===== config.mk =====
export PLATFORM = sky130hd
export DESIGN_NAME = muldiv_unit
export DESIGN_NICKNAME = d
export VERILOG_FILES = /design/src/rtl/mdu_pkg.sv /design/src/rtl/mdu_multiplier.sv /design/src/rtl/mdu_divider.sv /design/src/rtl/muldiv_unit.sv
export SDC_FILE = /design/constraint.sdc
export NUM_CORES = 2
export LEC_CHECK = 0
export BUFFER_PORTS_ARGS = -buffer_cell sky130_fd_sc_hd__buf_4
export CAP_MARGIN = 0
export CORE_UTILIZATION = 61
export CTS_BUF_LIST = sky130_fd_sc_hd__clkbuf_8
export CTS_CLUSTER_DIAMETER = 150
export DETAILED_ROUTE_END_ITERATION = 8
export GPL_ROUTABILITY_DRIVEN = 0
export GPL_TIMING_DRIVEN = 1
export PLACE_DENSITY_LB_ADDON = 0.15
export SETUP_SLACK_MARGIN = 0.2
export SLEW_MARGIN = 10
export SYNTH_ARGS = -nofsm -noshare
export SYNTH_HDL_FRONTEND = slang
export SYNTH_SLANG_ARGS = --single-unit

===== constraint.sdc =====
create_clock -name clk -period 10.6 [get_ports clk]
set_input_delay 2.12 -clock clk [delete_from_list [all_inputs] [get_ports clk]]
set_output_delay 2.12 -clock clk [all_outputs]
set_load 0.005 [all_outputs]

===== src/rtl/mdu_pkg.sv =====
`timescale 1ns/1ps
package mdu_pkg;
    localparam int ADDR_W = 4;

    // byte address of the control register
    localparam logic [ADDR_W-1:0] ADR_CTL = 4'd12;

    // control bit positions
    localparam int CTL_GO  = 0;
    localparam int CTL_SGN = 3;
    localparam int CTL_ACC = 6;
    localparam int CTL_DIV = 7;

    localparam logic [7:0] MODE_FIELD = 8'hC8;

    typedef enum logic [7:0] {
        MD_UMUL = 8'h00,
        MD_SMUL = 8'h08,
        MD_UMAC = 8'h40,
        MD_SMAC = 8'h48
    } mode_e;

    typedef enum logic [1:0] {
        BANK_A   = 2'd0,
        BANK_B   = 2'd1,
        BANK_C   = 2'd2,
        BANK_CTL = 2'd3
    } bank_e;
endpackage


===== src/rtl/mdu_multiplier.sv =====
`timescale 1ns/1ps
module mdu_multiplier #(
    parameter int OPW = 16,
    localparam int W = 2 * OPW
) (
    input  logic [OPW-1:0] op_x,
    input  logic [OPW-1:0] op_y,
    input  logic           signed_en,
    input  logic [W-1:0]   acc_in,
    output logic [W-1:0]   product,
    output logic [W-1:0]   acc_sum
);
    // one extra bit per operand carries either zero or the sign
    logic signed [OPW:0]     ext_x;
    logic signed [OPW:0]     ext_y;
    logic signed [2*OPW+1:0] full;

    always_comb begin
        ext_x   = $signed({signed_en & op_x[OPW-1], op_x});
        ext_y   = $signed({signed_en & op_y[OPW-1], op_y});
        full    = ext_x * ext_y;
        product = full[W-1:0];
        acc_sum = acc_in + product;
    end
endmodule


===== src/rtl/mdu_divider.sv =====
`timescale 1ns/1ps
module mdu_divider #(
    parameter int W          = 32,
    parameter int RADIX_BITS = 2,
    localparam int STEPS     = W / RADIX_BITS,
    localparam int CNT_W     = $clog2(STEPS + 1)
) (
    input  logic         clk,
    input  logic         rst_n,
    input  logic         start,
    input  logic [W-1:0] dividend,
    input  logic [W-1:0] divisor,
    output logic         busy,
    output logic         done,
    output logic [W-1:0] quotient,
    output logic [W-1:0] remainder
);
    typedef struct packed {
        logic             busy;
        logic [CNT_W-1:0] cnt;
        logic [W:0]       rem;
        logic [W-1:0]     quo;
        logic [W-1:0]     dvs;
    } div_st_t;

    div_st_t st_d, st_q;
    logic [W:0]   r_w;
    logic [W-1:0] q_w;

    assign busy = st_q.busy;
    assign done = st_q.busy && (st_q.cnt == '0);

    always_comb begin
        st_d = st_q;
        r_w  = st_q.rem;
        q_w  = st_q.quo;
        if (!st_q.busy) begin
            if (start) begin
                st_d.busy = 1'b1;
                st_d.cnt  = CNT_W'(STEPS);
                st_d.rem  = '0;
                st_d.quo  = dividend;
                st_d.dvs  = divisor;
            end
        end else if (st_q.cnt == '0) begin
            st_d.busy = 1'b0;
        end else begin
            // restoring steps, RADIX_BITS quotient bits per clock
            for (int i = 0; i < RADIX_BITS; i++) begin
                r_w = {r_w[W-1:0], q_w[W-1]};
                q_w = {q_w[W-2:0], 1'b0};
                if (r_w >= {1'b0, st_q.dvs}) begin
                    r_w    = r_w - {1'b0, st_q.dvs};
                    q_w[0] = 1'b1;
                end
            end
            st_d.rem = r_w;
            st_d.quo = q_w;
            st_d.cnt = st_q.cnt - 1'b1;
        end
    end

    always_comb begin
        if (st_q.dvs == '0) begin
            quotient  = '1;
            remainder = '1;
        end else begin
            quotient  = st_q.quo;
            remainder = st_q.rem[W-1:0];
        end
    end

    always_ff @(posedge clk) begin
        if (!rst_n) st_q <= '0;
        else        st_q <= st_d;
    end
endmodule


===== src/rtl/muldiv_unit.sv =====
`timescale 1ns/1ps
module muldiv_unit
    import mdu_pkg::*;
#(
    parameter int OPW        = 16,
    parameter int RADIX_BITS = 2
) (
    input  logic              clk,
    input  logic              rst_n,
    input  logic [ADDR_W-1:0] reg_addr,
    input  logic              reg_wr,
    input  logic [7:0]        reg_wdata,
    output logic [7:0]        reg_rdata
);
    localparam int W      = 2 * OPW;
    localparam int NBYTE  = W / 8;
    localparam int LANE_W = $clog2(NBYTE);

    typedef struct packed {
        logic [W-1:0]     a;
        logic [W-1:0]     b;
        logic [W-1:0]     c;
        logic [7:0]       ctrl;
        logic [NBYTE-1:0] a_mask;
        logic             pend;
    } regs_t;

    regs_t st_d, st_q;

    bank_e             bank;
    logic [LANE_W-1:0] lane;
    logic [NBYTE-1:0]  mask_next;
    mode_e             mode;
    logic              mul_we, acc_we;
    logic [W-1:0]      product, acc_sum;
    logic              div_start, div_busy, div_done;
    logic [W-1:0]      div_q, div_r;
    logic [NBYTE-1:0]  a_mask_q;

    assign bank     = bank_e'(reg_addr[ADDR_W-1:ADDR_W-2]);
    assign lane     = reg_addr[LANE_W-1:0];
    assign a_mask_q = st_q.a_mask;

    // mode decode of the pending multiply
    always_comb begin
        mode   = mode_e'(st_q.ctrl & MODE_FIELD);
        mul_we = 1'b0;
        acc_we = 1'b0;
        unique case (mode)
            MD_UMUL, MD_SMUL: mul_we = 1'b1;
            MD_UMAC, MD_SMAC: begin
                mul_we = 1'b1;
                acc_we = 1'b1;
            end
            default: ;
        endcase
    end

    mdu_multiplier #(.OPW(OPW)) u_mul (
        .op_x      (st_q.a[OPW-1:0]),
        .op_y      (st_q.a[W-1:OPW]),
        .signed_en (st_q.ctrl[CTL_SGN]),
        .acc_in    (st_q.c),
        .product   (product),
        .acc_sum   (acc_sum)
    );

    mdu_divider #(.W(W), .RADIX_BITS(RADIX_BITS)) u_div (
        .clk       (clk),
        .rst_n     (rst_n),
        .start     (div_start),
        .dividend  (st_q.a),
        .divisor   (st_q.b),
        .busy      (div_busy),
        .done      (div_done),
        .quotient  (div_q),
        .remainder (div_r)
    );

    // next-state logic
    always_comb begin
        st_d      = st_q;
        st_d.pend = 1'b0;
        div_start = 1'b0;
        mask_next = st_q.a_mask | (NBYTE'(1) << lane);

        if (reg_wr && !div_busy) begin
            unique case (bank)
                BANK_A: begin
                    st_d.a[8*lane +: 8] = reg_wdata;
                    if (&mask_next) begin
                        st_d.a_mask = '0;
                        st_d.pend   = 1'b1;
                    end else begin
                        st_d.a_mask = mask_next;
                    end
                end
                BANK_B: st_d.b[8*lane +: 8] = reg_wdata;
                BANK_C: st_d.c[8*lane +: 8] = reg_wdata;
                BANK_CTL: begin
                    if (reg_addr == ADR_CTL) begin
                        st_d.ctrl = reg_wdata;
                        div_start = reg_wdata[CTL_DIV] & reg_wdata[CTL_GO];
                    end
                end
            endcase
        end

        // armed multiply takes effect one edge after the arming write
        if (st_q.pend && mul_we) begin
            st_d.b = product;
            if (acc_we) st_d.c = acc_sum;
        end

        if (div_done) begin
            st_d.a            = div_q;
            st_d.c            = div_r;
            st_d.ctrl[CTL_GO] = 1'b0;
        end
    end

    // read path
    always_comb begin
        reg_rdata = 8'h00;
        unique case (bank)
            BANK_A:   reg_rdata = st_q.a[8*lane +: 8];
            BANK_B:   reg_rdata = st_q.b[8*lane +: 8];
            BANK_C:   reg_rdata = st_q.c[8*lane +: 8];
            BANK_CTL: if (reg_addr == ADR_CTL) reg_rdata = st_q.ctrl;
        endcase
    end

    always_ff @(posedge clk) begin
        if (!rst_n) st_q <= '0;
        else        st_q <= st_d;
    end
endmodule


Yosys cells after proc, flatten, opt, wreduce, memory -nomap -nowiden. Index checks and enable logic that the tools add are counted.

Output and inout bits: 8. Input bits: 15. Flip-flop bits (word level): 211.

$add $sub $neg: 5. Multiplexer cells: 35. Shifts and indexed selects: 6. Order comparisons: 2. Bitwise logic cells: 6. Equality and inequality tests: 8. Reduce and logical (&&, ||, !) cells: 24. Multiply operators: 1.

Operators by type and width (count): $mux 32 (11); $mux 109 (1); $mux 103 (1); $bwmux 32 (3); $shiftx 32x6->8 (3); $mux 71 (1); $mux 70 (1); $ge 33x32->1 (2); $mux 64 (1); $neg 5->34 (1); $shift 8x34->32 const A (1); $shiftx 8x34->32 (1); $mux 33 (1); $sub 33x32->33 (1); $add 32x32->32 (1); $logic_not 32->1 (1); $mul 17x17->32 (1); $pmux 8 s4 (1); $sub 32x32->32 (1); $mux 8 (3); $reduce_and 2->1 (5); $reduce_bool 2->1 (5); $mux 1 (9); $logic_not 8->1 (1); other kinds (21) (30).

Logic depth before layout (Yosys ltp).
Depth in word-level cells: 9. Gate-level depth with buffers: 36. Depth with buffers taken out: 34.

By module. A second synthesis with hierarchy kept.

Cell total of the unflattened synthesis: 3247. Area, all modules: 26718.1 um^2.

By module, submodules not included: mdu_multiplier (times used 1, sequential area each 0.0 um^2, cells an instance 1373, area an instance 12016.5 um^2); mdu_divider (times used 1, sequential area each 2042.0 um^2, cells an instance 1112, area an instance 8411.8 um^2); muldiv_unit (times used 1, sequential area each 2182.1 um^2, cells an instance 762, area an instance 6289.8 um^2).

Worst setup path before layout. No wires, ideal clock.

Path kind: register to register. From: register st_q[97] in the netlist's numbering. To: register st_q[43] in the netlist's numbering. Data required time: 10.508 ns. Buffers on the path: 2. Clock period less this slack: 7.795 ns. Stages on the path, launching flop included: 32. Path slack: 2.805 ns. Data arrival time: 7.703 ns. Cell sequence: dfxtp_1 > clkbuf_1 > clkbuf_1 > nand2_1 > fa_1 > fa_1 > fa_1 > inv_1 > fa_1 > fa_1 > inv_1 > fa_1 > inv_1 > ha_1 > and2_1 > a221o_1 > a21oi_1 > o21ai_1 > and2_1 > o31ai_1 > xnor2_1 > ha_1 > a21o_1 > a21o_1 > a221oi_1 > o21ai_0 > a31oi_1 > a21oi_1 > a31oi_1 > xnor2_1 > nor2_1 > o32ai_1.

Word-level cells in the longest chain between the ends: 5.

RTL lines: from (decl) (RTL line muldiv_unit.sv:28) `regs_t st_d, st_q;`; from (signal assigned) (RTL line muldiv_unit.sv:135) `else st_q <= st_d;`; $mul 17x17->32 (RTL line mdu_multiplier.sv:21) `full = ext_x * ext_y;`; $add 32x32->32 (RTL line mdu_multiplier.sv:23) `acc_sum = acc_in + product;`; $mux 32 (RTL line muldiv_unit.sv:112) `if (acc_we) st_d.c = acc_sum;`; $mux 64 (RTL line muldiv_unit.sv:110) `if (st_q.pend && mul_we) begin`; $mux 32 (RTL line muldiv_unit.sv:115) `if (div_done) begin`.

Every way passes these cells. A chain may end at the register's enable or synchronous reset.

Final worst setup path.
From: register st_q[108] in the netlist's numbering. To: register st_q[43] in the netlist's numbering.

Word-level cells in the longest chain between the ends: 6.

RTL lines: $and 1x1->1 (RTL line mdu_multiplier.sv:20) `ext_y = $signed({signed_en & op_y[OPW-1], op_y});`; $mul 17x17->32 (*) (RTL line mdu_multiplier.sv:21); $add 32x32->32 (*) (RTL line mdu_multiplier.sv:23); $mux 32 (*) (RTL line muldiv_unit.sv:112); $mux 64 (*) (RTL line muldiv_unit.sv:110); $mux 32 (*) (RTL line muldiv_unit.sv:115).

Mark *: on every way between the ends. The rest lies on a longest branch, timed or not.

==> out/qor.yml <==
fin_setup_tns_ns: 0
drtAntennaViolNets: 0
worstSetupPathType: "flip-flop to flip-flop"
rows: 74
die_h_um: 207
cts_buffers: 37
port_buffers: 22
ioPinCount: 23
synth_edf_count: 0
synth_nets: 3690
p_seq_share_pct: 47.4
slew_violations: 0
cts_setup_buffers: 0
grt_pass1_vias: 23204
clk_pin_slew_ns: 0.06
cp_max_fo: 21
slowest_stage: "dfxtp_1"
vdd_drop_max_mv: 0.0624
root_buffer: "clkbuf_8"
finalCriticalPeriod_ns: 9.15
fmax_mhz: 109
dieArea_um2: 43000
power.share.clock_pct: 45.0
remaining_drc_errors: 0
fin_cells: 3650
p_total_mw: 1.70
startpoint_type: "flip-flop"
yosysUniqueCellTypes: 83
initial_utilization_pct: 62.4
dp.cells: 3589
routed-via-count: 23059
period_share_pct: 86.3
power.internal_mw: 1.25
synthFlopType: "dfxtp_1"
drive_above_1_share_pct: 5.29
seq_area_frac_synth_pct: 16.4
combPwrFrac_pct: 7.6
switching_share_pct: 26.5
crit_arrival_ns: 9.59
fp.dieW_um: 207
hold_viol_final: 0
first_iter_violations: 2487
max_cap_viol_count: 0
syn_inst: 3199
htreeDepth: 2
power.switching_uw: 450
viasPerCell: 6.32
max_slew.worst_pin.slew_ns: 1.17
cts_tree: "yes"
drt_wl_total_um: 77300
globalRouteOverflowTotal: 0
leakagePower_nw: 12.3
max_stage_delay_ns: 0.81
cp.required_ns: 11.04
finalNetCount: 3587
ys_warn_count: 0
async_reset_ff_share_pct: 0
hpwl_um: 59300
clockBufferDepth: 3
netlist_area_um2: 25700
ys_seq_elements: 211
coreArea_um2: 41200
worstSetupEndpointType: "flip-flop"
antenna_found_initial: 1
grt_usage_pct: 36.3
routedWlPerCell_um: 21.2
hold_path.class: "flip-flop to flip-flop"
cp_common_cell: "fa_1"
status: "complete, no violations"
maxSlewHeadroom_pct: 21.6
dr.pass1.iters: 7
grt_pass1_wl_um: 125000
clock_sinks: 211
cts_resized: 0
skew_ns: 0.0382
syn2layout_area_growth_pct: 4.12
power_density_nw_per_um2: 63.3
rsz0062_at_grt: "no"
setup_violations: 0
synth_area_per_cell_um2: 8.04
hold_buffers: 0
grt_max_degree: 92
clkLatencyLatePin_ns: 0.55
diodes: 0
-- routing by layer --
metal | wire length [um] | part of all wire (%) | global-route usage (%) | up-vias
met5 | 12 | 0.016 | 0 | -
met4 | 3320 | 4.3 | 14.6 | 2
met3 | 7790 | 10 | 6.70 | 201
met2 | 35300 | 46 | 58.5 | 1199
met1 | 30900 | 40 | 48.3 | 11126
li1 | - | - | - | 10531
-- registers in the layout, indices dropped and copies added, names as in the netlist --
signal	flops
a_mask_q	4
st_q	102
u_div.st_q	101
u_div.busy	1
mode	3
-- cell type report --
cell class	count	area (um2)
Multi-Input combinational cell	2407	19300
Fill cell	3508	14400
Sequential cell	211	4220
Inverter	388	1460
Tap cell	532	666
Clock buffer	46	633
Timing Repair Buffer	51	383
Clock inverter	15	91.3
-- critical path: cells and delay by family (launching register included) --
family | cells | cell delay (ns)
buffers and inverters | 3 | 0.17
DFF | 1 | 0.81
adders and majority gates | 8 | 3.88
AOI/OAI and AO/OA | 10 | 1.89
and+or+nand+nor | 5 | 1.90
xor gates and xnor gates | 2 | 0.43
-- placed cells by master, fill, tap and decap left out, types with 11 or more instances in the layout --
cell,n
fa_1,285
a221oi_1,14
ha_1,191
mux2_1,14
nor2b_1,11
o31ai_1,14
nand3_1,51
dfxtp_1,211
a22oi_1,67
nor3_1,28
o21ai_0,161
o21a_1,21
a21oi_1,247
o21ai_1,47
a32oi_1,12
nand2b_1,13
nand4_1,19
a21o_1,49
o211ai_1,40
xor2_1,43
nand2_1,433
o21bai_1,16
inv_1,395
and2_1,150
nor2_1,167
xnor2_1,79
a211oi_1,23
mux2_2,14
and3_1,22
clkbuf_8,46
or2_2,14
a31oi_1,20
buf_4,51
nor4_1,14
-- per-stage QoR --
step / hold WS (ns) / util, % / cell area (um2) / setup slack [ns]
2_1_floorplan: 0.436 / - / 25700 / 2.80
3_3_place_gp: 0.442 / 63.2 / 26100 / 1.75
3_5_place_dp: 0.447 / 63.2 / 26100 / 1.56
4_1_cts: 0.455 / 65.0 / 26800 / 1.55
5_1_grt: 0.474 / 65.0 / 26800 / 0.880
6_report: 0.458 / 65.0 / 26800 / 1.45
-- synth_stat cells (all sizes together) (6+ instances only) --
cell type / number / area [um2]
nand2: 433 / 1630
inv: 388 / 1460
fa: 285 / 5710
a21oi: 248 / 1240
dfxtp: 211 / 4220
o21ai: 209 / 1050
ha: 191 / 2390
nor2: 169 / 634
clkbuf: 168 / 634
and2: 150 / 938
xnor2: 80 / 708
a22oi: 67 / 503
nand3: 51 / 255
a21o: 49 / 368
xor2: 43 / 377
o211ai: 40 / 300
nor3: 29 / 145
mux2: 28 / 315
buf: 25 / 116
a211oi: 24 / 185
and3: 22 / 138
o21a: 21 / 158
a31oi: 20 / 125
nand4: 19 / 119
o21bai: 17 / 131
a221oi: 15 / 138
nor4: 15 / 100
or2: 15 / 93.8
o31ai: 14 / 105
nand2b: 13 / 81.3
a32oi: 12 / 105
nor2b: 12 / 75.1
o221ai: 9 / 78.8
mux4: 8 / 180
o311ai: 8 / 70.1
mux2i: 7 / 70.1
o31a: 7 / 62.6
a222oi: 6 / 60.1
o211a: 6 / 60.1
-- logic make-up after synthesis --
group / synth area share (%)
xor gates and xnor gates: 4.22
buffers and inverters: 8.58
muxes: 2.20
DFF: 16.4
adders and majority gates: 31.5
and+or+nand+nor: 16.9
AOI/OAI and AO/OA: 20.2
-- power by group through the flow --
stage / Clock, mW / Sequential (mW) / Combinational (mW)
2_1_floorplan: 0 / 0.815 / 0.0780
3_3_place_gp: 0 / 0.821 / 0.121
3_5_place_dp: 0 / 0.821 / 0.122
4_1_cts: 0.763 / 0.804 / 0.122
5_1_grt: 0.798 / 0.804 / 0.136
6_report: 0.763 / 0.804 / 0.129
-- path summary, 6_finish.rpt --
path                                              from                    end  slack [ns]  depth (start not counted)
worst max register to register  st_q[108]$_SDFFE_PN0P_    st_q[43]$_SDFF_PN0_        1.45                         28
worst min register to register   st_q[10]$_SDFFE_PN0P_  st_q[10]$_SDFFE_PN0P_        0.46                          2
worst min-delay path             st_q[10]$_SDFFE_PN0P_  st_q[10]$_SDFFE_PN0P_        0.46                          2
worst max-delay path            st_q[108]$_SDFFE_PN0P_    st_q[43]$_SDFF_PN0_        1.45                         28
Note: power is estimated with default switching activity, not from simulation.
